[src/rtl/stx_pkg.sv]
package stx_pkg;
    typedef enum logic [1:0] {
        ST_IDLE = 2'd0,
        ST_SYNC = 2'd1,
        ST_RUN  = 2'd2
    } stx_state_e;
endpackage

[src/rtl/stx_hold_bank.sv]
module stx_hold_bank #(
    parameter int NUM_TX = 3,
    parameter int DATA_W = 24,
    parameter int SEL_W  = 2
) (
    input  logic                     clk,
    input  logic                     rst_n,
    input  logic                     kill,
    input  logic [NUM_TX-1:0]        tx_en,
    input  logic                     wr_en,
    input  logic [SEL_W-1:0]         wr_sel,
    input  logic [DATA_W-1:0]        wr_data,
    input  logic                     accept,
    output logic                     wr_done,
    output logic                     shift_load,
    output logic [NUM_TX*DATA_W-1:0] shift_word
);
    logic [NUM_TX-1:0] sel_hot;
    logic [NUM_TX-1:0] written_q;
    logic [NUM_TX-1:0] written_n;

    generate
        for (genvar i = 0; i < NUM_TX; i++) begin : g_lane
            logic [DATA_W-1:0] hold_q;
            assign sel_hot[i] = wr_en && (wr_sel == SEL_W'(i));

            always_ff @(posedge clk or negedge rst_n) begin
                if (!rst_n) begin
                    hold_q <= '0;
                end else if (sel_hot[i]) begin
                    hold_q <= wr_data;
                end
            end

            always_ff @(posedge clk or negedge rst_n) begin
                if (!rst_n) begin
                    shift_word[i*DATA_W +: DATA_W] <= '0;
                end else if (accept) begin
                    shift_word[i*DATA_W +: DATA_W] <= tx_en[i] ? hold_q : '0;
                end
            end
        end
    endgenerate

    assign written_n = written_q | sel_hot;
    assign wr_done   = wr_en && !kill && (tx_en != '0)
                       && ((written_n & tx_en) == tx_en);

    always_ff @(posedge clk or negedge rst_n) begin
        if (!rst_n) begin
            written_q  <= '0;
            shift_load <= 1'b0;
        end else begin
            shift_load <= accept;
            if (kill || accept || wr_done) begin
                written_q <= '0;
            end else begin
                written_q <= written_n;
            end
        end
    end
endmodule

[src/rtl/stx_flag_ctrl.sv]
module stx_flag_ctrl (
    input  logic clk,
    input  logic rst_n,
    input  logic kill,
    input  logic enter_sync,
    input  logic accept,
    input  logic acc_left,
    input  logic wr_done,
    input  logic stat_rd,
    output logic left_empty,
    output logic right_empty,
    output logic rd_armed
);
    logic both;
    logic clr;

    assign both = left_empty && right_empty;
    assign clr  = wr_done && (!both || rd_armed);

    always_ff @(posedge clk or negedge rst_n) begin
        if (!rst_n) begin
            left_empty  <= 1'b0;
            right_empty <= 1'b0;
            rd_armed    <= 1'b0;
        end else if (kill) begin
            left_empty  <= 1'b0;
            right_empty <= 1'b0;
            rd_armed    <= 1'b0;
        end else begin
            left_empty  <= (left_empty && !clr) || (accept && !acc_left) || enter_sync;
            right_empty <= (right_empty && !clr) || (accept && acc_left);
            rd_armed    <= stat_rd || (rd_armed && !wr_done);
        end
    end
endmodule

[src/rtl/stx_status_ctrl.sv]
module stx_status_ctrl
    import stx_pkg::*;
#(
    parameter int NUM_TX = 3,
    parameter int DATA_W = 24,
    parameter int SEL_W  = (NUM_TX > 1) ? $clog2(NUM_TX) : 1
) (
    input  logic                     clk,
    input  logic                     rst_n,
    input  logic                     soft_rst,
    input  logic                     stop_mode,
    input  logic [NUM_TX-1:0]        tx_en,
    input  logic                     irq_en,
    input  logic                     stat_rd,
    input  logic                     wr_en,
    input  logic [SEL_W-1:0]         wr_sel,
    input  logic [DATA_W-1:0]        wr_data,
    input  logic                     take_strobe,
    input  logic                     take_left,
    output logic                     left_empty,
    output logic                     right_empty,
    output logic                     irq_req,
    output logic                     irq_underrun,
    output logic                     shift_load,
    output logic [NUM_TX*DATA_W-1:0] shift_word
);
    stx_state_e state_q;
    stx_state_e state_n;
    logic       kill;
    logic       accept;
    logic       enter_sync;
    logic       wr_done;
    logic       rd_armed;

    assign kill = soft_rst || stop_mode || (tx_en == '0);

    always_ff @(posedge clk or negedge rst_n) begin
        if (!rst_n) begin
            state_q <= ST_IDLE;
        end else begin
            state_q <= state_n;
        end
    end

    always_comb begin
        state_n    = state_q;
        accept     = 1'b0;
        enter_sync = 1'b0;
        unique case (state_q)
            ST_IDLE: begin
                if (!kill) begin
                    state_n    = ST_SYNC;
                    enter_sync = 1'b1;
                end
            end
            ST_SYNC: begin
                if (kill) begin
                    state_n = ST_IDLE;
                end else if (take_strobe && take_left) begin
                    state_n = ST_RUN;
                    accept  = 1'b1;
                end
            end
            ST_RUN: begin
                if (kill) begin
                    state_n = ST_IDLE;
                end else begin
                    accept = take_strobe;
                end
            end
            default: state_n = ST_IDLE;
        endcase
    end

    stx_hold_bank #(
        .NUM_TX(NUM_TX),
        .DATA_W(DATA_W),
        .SEL_W (SEL_W)
    ) bank_i (
        .clk       (clk),
        .rst_n     (rst_n),
        .kill      (kill),
        .tx_en     (tx_en),
        .wr_en     (wr_en),
        .wr_sel    (wr_sel),
        .wr_data   (wr_data),
        .accept    (accept),
        .wr_done   (wr_done),
        .shift_load(shift_load),
        .shift_word(shift_word)
    );

    stx_flag_ctrl flags_i (
        .clk        (clk),
        .rst_n      (rst_n),
        .kill       (kill),
        .enter_sync (enter_sync),
        .accept     (accept),
        .acc_left   (take_left),
        .wr_done    (wr_done),
        .stat_rd    (stat_rd),
        .left_empty (left_empty),
        .right_empty(right_empty),
        .rd_armed   (rd_armed)
    );

    assign irq_req      = irq_en && (left_empty || right_empty);
    assign irq_underrun = left_empty && right_empty;
endmodule

[config.mk]
export PLATFORM = sky130hd
export DESIGN_NAME = stx_status_ctrl
export DESIGN_NICKNAME = d
export VERILOG_FILES = /design/src/rtl/stx_pkg.sv /design/src/rtl/stx_hold_bank.sv /design/src/rtl/stx_flag_ctrl.sv /design/src/rtl/stx_status_ctrl.sv
export SDC_FILE = /design/constraint.sdc
export NUM_CORES = 1
export LEC_CHECK = 0
export ABC_CLOCK_PERIOD_IN_PS = 5200
export BUFFER_PORTS_ARGS = -buffer_cell sky130_fd_sc_hd__buf_2
export CORE_AREA = 2 2 127 129
export CTS_CLUSTER_SIZE = 40
export DETAILED_ROUTE_END_ITERATION = 8
export DIE_AREA = 0 0 129 131
export PLACE_DENSITY_LB_ADDON = 0.15
export SYNTH_ARGS = -nofsm -noshare
export SYNTH_HDL_FRONTEND = slang
export SYNTH_SLANG_ARGS = --single-unit
[constraint.sdc]
create_clock -name clk -period 5.2 [get_ports clk]
set_clock_uncertainty 0.1 [all_clocks]
set_input_delay 0.26 -clock clk [delete_from_list [all_inputs] [get_ports clk]]
set_output_delay 0.26 -clock clk [all_outputs]
set_load 0.005 [all_outputs]
==> run metrics, run 1 <==
status completed; reg2reg path depth 7; Logic pwr share 0.184; GR Util met1 0.237; wire per inst 16.3 um; fmax 289 MHz; critical-path cell list inv_1 -> ha_1 -> nand4bb_1 -> or3_2 -> buf_4 -> clkinv_2 -> a2111oi_2; switching pwr 0.000949 W; clock-pin slew on the worst setup and hold paths 0.06 ns; Critical Path Max Stage Delay 1.07 ns; layout cells sized above 1 0.346; leakage power 3.86 nW; die width 129 um; clk_lat worst skew 0.42 ns; Nets 676; reg2reg end bank_i.written_q[1]$_DFF_PN0_; post-CTS resize count 0; Final Util 0.473; HP Start wr_data[16]; Tot GR Track Use 0.178; Worst setup SP type register; Critical Path Sink Type register; IO Count 115; Seq cells post-synth 153; Post-CTS Hold Buffers 6; DR iter-0 viols 162; PortBufs 114; power per cell area 469 mW/mm2; Pint 0.00252 W; total wire length 14.0 mm; switching share of power 0.274; Worst VDD drop 235 uV; row cnt 46; via count 4,175; Async S/R FF share, synth 1.00; Seq/Total Area, Yosys 0.631; largest net degree at the start of global routing 98; worst hold path type in -> reg; Starting Density 0.389; H-tree lvl count 4; final setup TNS 0 ns; Filler cells 1,448; Clock Path Buffers 2; RSZ-0062 raised after global routing false; M2 GR Usage 0.284; Mean Syn Cell Area 11.6 um2; cells after synthesis 524; top_reg_cell synth dfrtp_1; syn nets 565; CP arrival 3.64 ns; Reg power frac 0.481; TritonCTS Buffers 17; max cap viols 0; CTS Sinks 153; TritonCTS clock tree built; number of global-route vias before repair 4,355; Final Critical Period 3.46 ns; Slew HR 0.279; Final setup viols 0; r2r setup slk 1.74 ns; Slew Limit Fails 0; clock power share 0.335; ANT nets after route 0; Max FO, Critical Path 76; Area Overhead vs Synth 21.7%; synth warn 0; hold path endpoint bank_i.g_lane[2].hold_q[16]$_DFFE_PN0P_; Final Power 0.00346 W; GR peak layer met2; drt pass-1 iters 4; Yosys cell types 35; Post-CTS Setup Bufs 0; crit path kind reg -> reg; met3 usage 0.0529; final worst path period share 0.665; antenna violations before repair 0; hold path cells 2; slowest cell on the critical path clkinv_2; DRC viols 0; final-report hold violation count 0; Die Span Y 131 um; DR vias/cell 4.84; measured slew at the worst slew-check pin 1.08 ns; Reg-to-Reg Start state_q[0]$_DFFE_PN0P_; routability cong. 0.761; CTS root buf clkbuf_16; Post-synth EDFFs 0; global-route wire length before repair 23.1 mm; Mapped Area 0.00607 mm2; Core ar. 0.0156 mm2; total die area 0.0169 mm2; Post-DP HPWL 8.87 mm; n_diodes 0; Critical Path RT 5.39 ns; GRT overflow 0
per-stage QoR:
| stage | hold WS, ns | setup slack [ns] | std cells | instance area [um2] |
|---|---|---|---|---|
| 3_3_place_gp | 0.312 | 1.66 | 826 | 6760 |
| 4_1_cts | 0.000935 | 1.70 | 863 | 7380 |
| 2_1_floorplan | -0.136 | 3.33 | 524 | 6070 |
| 6_report | 0.0185 | 1.74 | 863 | 7380 |
| 5_1_grt | 0.00427 | 1.41 | 863 | 7380 |
| 3_5_place_dp | 0.320 | 1.64 | 826 | 6760 |
synthesized netlist by cell type, types with 3 or more instances:
| cell | instances | area share |
|---|---|---|
| dfrtp_1 | 153 | 0.63 |
| nand2_1 | 147 | 0.091 |
| nand3_1 | 73 | 0.060 |
| mux2_2 | 72 | 0.13 |
| buf_2 | 15 | 0.012 |
| clkbuf_1 | 9 | 0.0056 |
| buf_6 | 5 | 0.0093 |
| inv_1 | 5 | 0.0031 |
| nor2_1 | 5 | 0.0031 |
| a21oi_1 | 4 | 0.0033 |
| buf_4 | 4 | 0.0049 |
| ha_1 | 3 | 0.0062 |
power groups by stage:
stage               clock network [W]  logic, W  registers (W)
global placement                    0  0.000624        0.00168
floorplan                           0  0.000311        0.00167
detailed placement                  0  0.000644        0.00169
CTS                           0.00119  0.000651        0.00167
finish                        0.00116  0.000637        0.00167
global route                  0.00125  0.000736        0.00171
layout by cell type (no fill, tap or decap), drive strengths merged, types with 3 or more instances in the layout:
| cell type | count |
|---|---|
| inv | 6 |
| clkbuf | 24 |
| dfrtp | 153 |
| ha | 3 |
| mux2 | 72 |
| nand3 | 73 |
| buf | 119 |
| nor2 | 5 |
| clkinv | 5 |
| a21oi | 4 |
| dlygate4sd3 | 6 |
| nand2 | 147 |
worst max-delay path: cells and delay by family (launching register included):
kind	cells	cell delay (ns)
buffers and inverters	3	1.78
AOI/OAI and AO/OA	1	0.54
DFF	1	0.38
and+or+nand+nor	2	0.25
adders and majority gates	1	0.24
flip-flops by register name, summed over array words and instances, names as in the netlist:
register,count
bank_i.written_q,3
flags_i.rd_armed,1
state_q,2
bank_i.shift_load,1
bank_i.g_lane.hold_q,72
flags_i.left_empty,1
flags_i.right_empty,1
bank_i.shift_word,72
kinds of logic after synthesis:
kind of cell,share of synthesized area
fa+ha+maj,0.00619
compound gates,0.0177
buf+inv,0.0361
flops,0.631
mux,0.135
simple gates,0.174
final cells by class:
cell class / count / area [um2] / area share
sequential: 153 / 3830 / 0.519
multi-input combinational: 332 / 2030 / 0.275
timing repair buffer: 125 / 674 / 0.0914
clock buffer: 24 / 492 / 0.0666
tap: 216 / 270 / 0.0366
clock inverter: 7 / 66.3 / 0.00898
inverter: 6 / 23.8 / 0.00322
worst max-delay path by stage:
stage                            from                           endpoint  cells past startpoint
5_1_grt        state_q[0]$_DFFE_PN0P_      bank_i.written_q[0]$_DFF_PN0_                      7
2_1_floorplan  state_q[1]$_DFFE_PN0P_  bank_i.shift_word[10]$_DFFE_PN0N_                     10
3_5_place_dp                 tx_en[1]      bank_i.written_q[1]$_DFF_PN0_                      6
4_1_cts        state_q[0]$_DFFE_PN0P_      bank_i.written_q[1]$_DFF_PN0_                      7
6_report       state_q[0]$_DFFE_PN0P_      bank_i.written_q[1]$_DFF_PN0_                      7
3_3_place_gp                 tx_en[1]      bank_i.written_q[1]$_DFF_PN0_                      6
metal layers:
layer	up-vias	routed length [um]
li1	1975	-
met2	91	6640
met3	14	692
met1	2095	6510
met5	-	0
met4	0	203
Note: power is estimated with default switching activity, not from simulation.
==> run 2, diff against run 1 <==
--- a/config.mk
+++ b/config.mk
@@ -5,12 +5,13 @@
 export SDC_FILE = /design/constraint.sdc
 export NUM_CORES = 1
 export LEC_CHECK = 0
-export ABC_CLOCK_PERIOD_IN_PS = 5200
+export ABC_AREA = 1
+export ABC_CLOCK_PERIOD_IN_PS = 2800
 export BUFFER_PORTS_ARGS = -buffer_cell sky130_fd_sc_hd__buf_2
-export CORE_AREA = 2 2 127 129
+export CORE_AREA = 2 2 128 130
 export CTS_CLUSTER_SIZE = 40
 export DETAILED_ROUTE_END_ITERATION = 8
-export DIE_AREA = 0 0 129 131
+export DIE_AREA = 0 0 130 132
 export PLACE_DENSITY_LB_ADDON = 0.15
 export SYNTH_ARGS = -nofsm -noshare
 export SYNTH_HDL_FRONTEND = slang
==> constraint.sdc (replaced) <==
create_clock -name clk -period 2.8 [get_ports clk]
set_clock_uncertainty 0.1 [all_clocks]
set_input_delay 0.14 -clock clk [delete_from_list [all_inputs] [get_ports clk]]
set_output_delay 0.14 -clock clk [all_outputs]
set_load 0.005 [all_outputs]
==> run 2 against run 1 <==
Cell area rose by 6.3%. Total power increased by 85%. The run now ends with negative hold slack left. Critical path depth grew 5. Worst hold slack worse by 0.022 ns. Global-route usage increased by 0.067 points. Via count rose by 13%. Clock power rose by 98%. Register-to-register slack got worse by 0.99 ns. Highest routed layer unchanged.
==> run metrics, run 2 <==
met3 usage 0.0588; Worst VDD drop 619 uV; r2r setup slk 0.75 ns; crit path kind in -> reg; status finished, violations left; Starting Density 0.392; PortBufs 114; post-synth top area cell dfrtp_1; slowest cell on the critical path dlygate4sd3_1; TritonCTS Buffers 17; reg2reg path depth 8; total die area 0.0172 mm2; Seq cells post-synth 153; Final Power 0.00642 W; Filler cells 1,487; wire per inst 14.5 um; CTS Sinks 153; Yosys cell types 24; register area 0.00383 mm2; layout cells sized above 1 0.254; Critical Path RT 2.99 ns; most frequent cell after synthesis nand2_1; Critical Path Sink Type register; Nets 827; max cap viols 0; post-CTS resize count 0; HP Start wr_data[20]; syn nets 692; reg2reg end bank_i.shift_word[23]$_DFFE_PN0N_; Async S/R FF share, synth 1.00; largest net degree at the start of global routing 68; crit path buf inv count 4; antenna violations before repair 0; CTS root buf clkbuf_16; fin cells 1,015; Worst setup SP type input port; Hold WS -0.00328 ns; DR iter-0 viols 318; worst hold path type in -> reg; Mapped Area 0.00617 mm2; n_diodes 0; final-report hold violation count 2; via count 4,710; hold path cells 3; Synth top area share 0.621; top flop regs bank_i.g_lane.hold_q (72), bank_i.shift_word (72), bank_i.written_q (3); IO Count 115; Reg-to-Reg Start state_q[0]$_DFFE_PN0P_; top_reg_cell synth dfrtp_1; Mean Syn Cell Area 9.47 um2; Post-DP HPWL 9.99 mm; measured slew at the worst slew-check pin 0.595 ns; routability cong. 0.757; Core ar. 0.0157 mm2; CP arrival 2.82 ns; RSZ-0062 raised after global routing false; area of the multi-input gates 0.00196 mm2; number of global-route vias before repair 4,713; Tot GR Track Use 0.179; Critical Path Max Stage Delay 0.63 ns; top post-synthesis cells by area dfrtp_1 (62%), nand2_1 (13%), o21ai_0 (8.3%); Max FO, Critical Path 57; Die Span Y 132 um; Final setup viols 0; GRT overflow 0; most frequent cells in the layout nand2_1 (215), dfrtp_1 (153), buf_2 (113), o21ai_0 (102), inv_1 (43); global-route wire length before repair 23.8 mm; fmax 381 MHz; Final Util 0.499; drt pass-1 iters 5; clk_lat worst skew 0.42 ns; leakage power 4.03 nW; GR peak layer met2; power per cell area 818 mW/mm2; hold path endpoint bank_i.g_lane[1].hold_q[20]$_DFFE_PN0P_; DR vias/cell 4.64; DRC viols 0; TritonCTS clock tree built; Clock Path Buffers 2; Final Critical Period 2.63 ns; GR Util met1 0.207; synth warn 0; Slew Limit Fails 0; final worst path period share 0.938; total wire length 14.8 mm; H-tree lvl count 4; critical-path cell list dlygate4sd3_1 -> buf_2 -> nor2_1 -> dlygate4sd3_1 -> nand2_4 -> nor2_4 -> nand2_2 -> nand2_2 -> nand2_4 -> buf_12 -> nand2_1 -> o21ai_0; Slew HR 0.604; placed cells 951; most common cell after layout, fill and taps aside nand2_1; ANT nets after route 0; Post-synth EDFFs 0; failing checks negative hold slack; clock-pin slew on the worst setup and hold paths 0.06 ns; Area Overhead vs Synth 27.2%; die width 130 um; Crit path max-delay family buffers and inverters; Seq/Total Area, Yosys 0.621; final setup TNS 0 ns; M2 GR Usage 0.322; cells after synthesis 651; commonest cells in the netlist nand2_1 (215), dfrtp_1 (153), o21ai_0 (102), inv_1 (43); row cnt 46
run 2: changes by cell type in the layout (fill, tap and decap cells not counted), moves of 3 or more:
cell           before  now
inv_1               5   43
buf_12              0    3
nor2_1              5    8
nand3_1            73    7
dlygate4sd3_1       6   32
o21ai_0             1  102
nand2_2             0   19
nand2_4             0    3
nand2_1           147  215
o21ai_2             0   20
mux2_2             72    0
nor2_4              0    3
o21ai_1             1   22
clkinv_2            5    2
run 2: final cells by class:
cell class                      instances  area share
Sequential cell                       153       0.488
Inverter                               45      0.0215
Clock buffer                           26      0.0662
Tap cell                              216      0.0344
Timing Repair Buffer                  156       0.129
Clock inverter                          6      0.0108
Multi-Input combinational cell        413       0.250
run 2: timing repair:
action	in CTS	in global routing
hold buffers	32	0
setup buffers	0	0
hold endpoints to repair	124	0
run 2: where the power goes:
group | switching (W) | internal [W]
clock network | 0.000848 | 0.00145
logic | 0.000621 | 0.000537
registers | 0.000274 | 0.00268
run 2: worst max path at each step:
stage / start / cells after the start / endpoint / slack, ns
floorplan: state_q[0]$_DFFE_PN0P_ / 12 / bank_i.shift_word[29]$_DFFE_PN0N_ / 1.19
detailed placement: state_q[0]$_DFFE_PN0P_ / 7 / bank_i.shift_word[60]$_DFFE_PN0N_ / 0.75
global placement: state_q[0]$_DFFE_PN0P_ / 7 / bank_i.shift_word[58]$_DFFE_PN0N_ / 0.84
CTS: soft_rst / 12 / bank_i.shift_word[23]$_DFFE_PN0N_ / 0.22
finish: soft_rst / 12 / bank_i.shift_word[23]$_DFFE_PN0N_ / 0.17
global route: soft_rst / 12 / bank_i.shift_word[52]$_DFFE_PN0N_ / 0.02
run 2: through the flow:
| step | hold WS [ns] | area [um2] | setup slack [ns] |
|---|---|---|---|
| final | -0.00328 | 7850 | 0.173 |
| after detailed placement | 0.0429 | 6920 | 0.753 |
| after CTS | 0.00317 | 7850 | 0.218 |
| after floorplan | -0.256 | 6170 | 1.19 |
| after global routing | 0.00383 | 7850 | 0.0241 |
| after global placement | 0.0425 | 6920 | 0.841 |
run 2: metal layers:
layer	up-vias	routed length [um]
met3	6	596
met4	0	58
met2	91	7990
met5	-	0
met1	2269	6110
li1	2344	-
run 2: worst min-delay path: cells and delay by family:
kind	cells	cell delay (ns)
compound gates	1	0.18
buf+inv	2	0.14
run 2: cells by family after synthesis:
| family | count (synthesis) | synth area share |
|---|---|---|
| simple gates | 259 | 0.175 |
| flops | 153 | 0.621 |
| buf+inv | 85 | 0.0631 |
| compound gates | 151 | 0.135 |
| fa+ha+maj | 3 | 0.00609 |
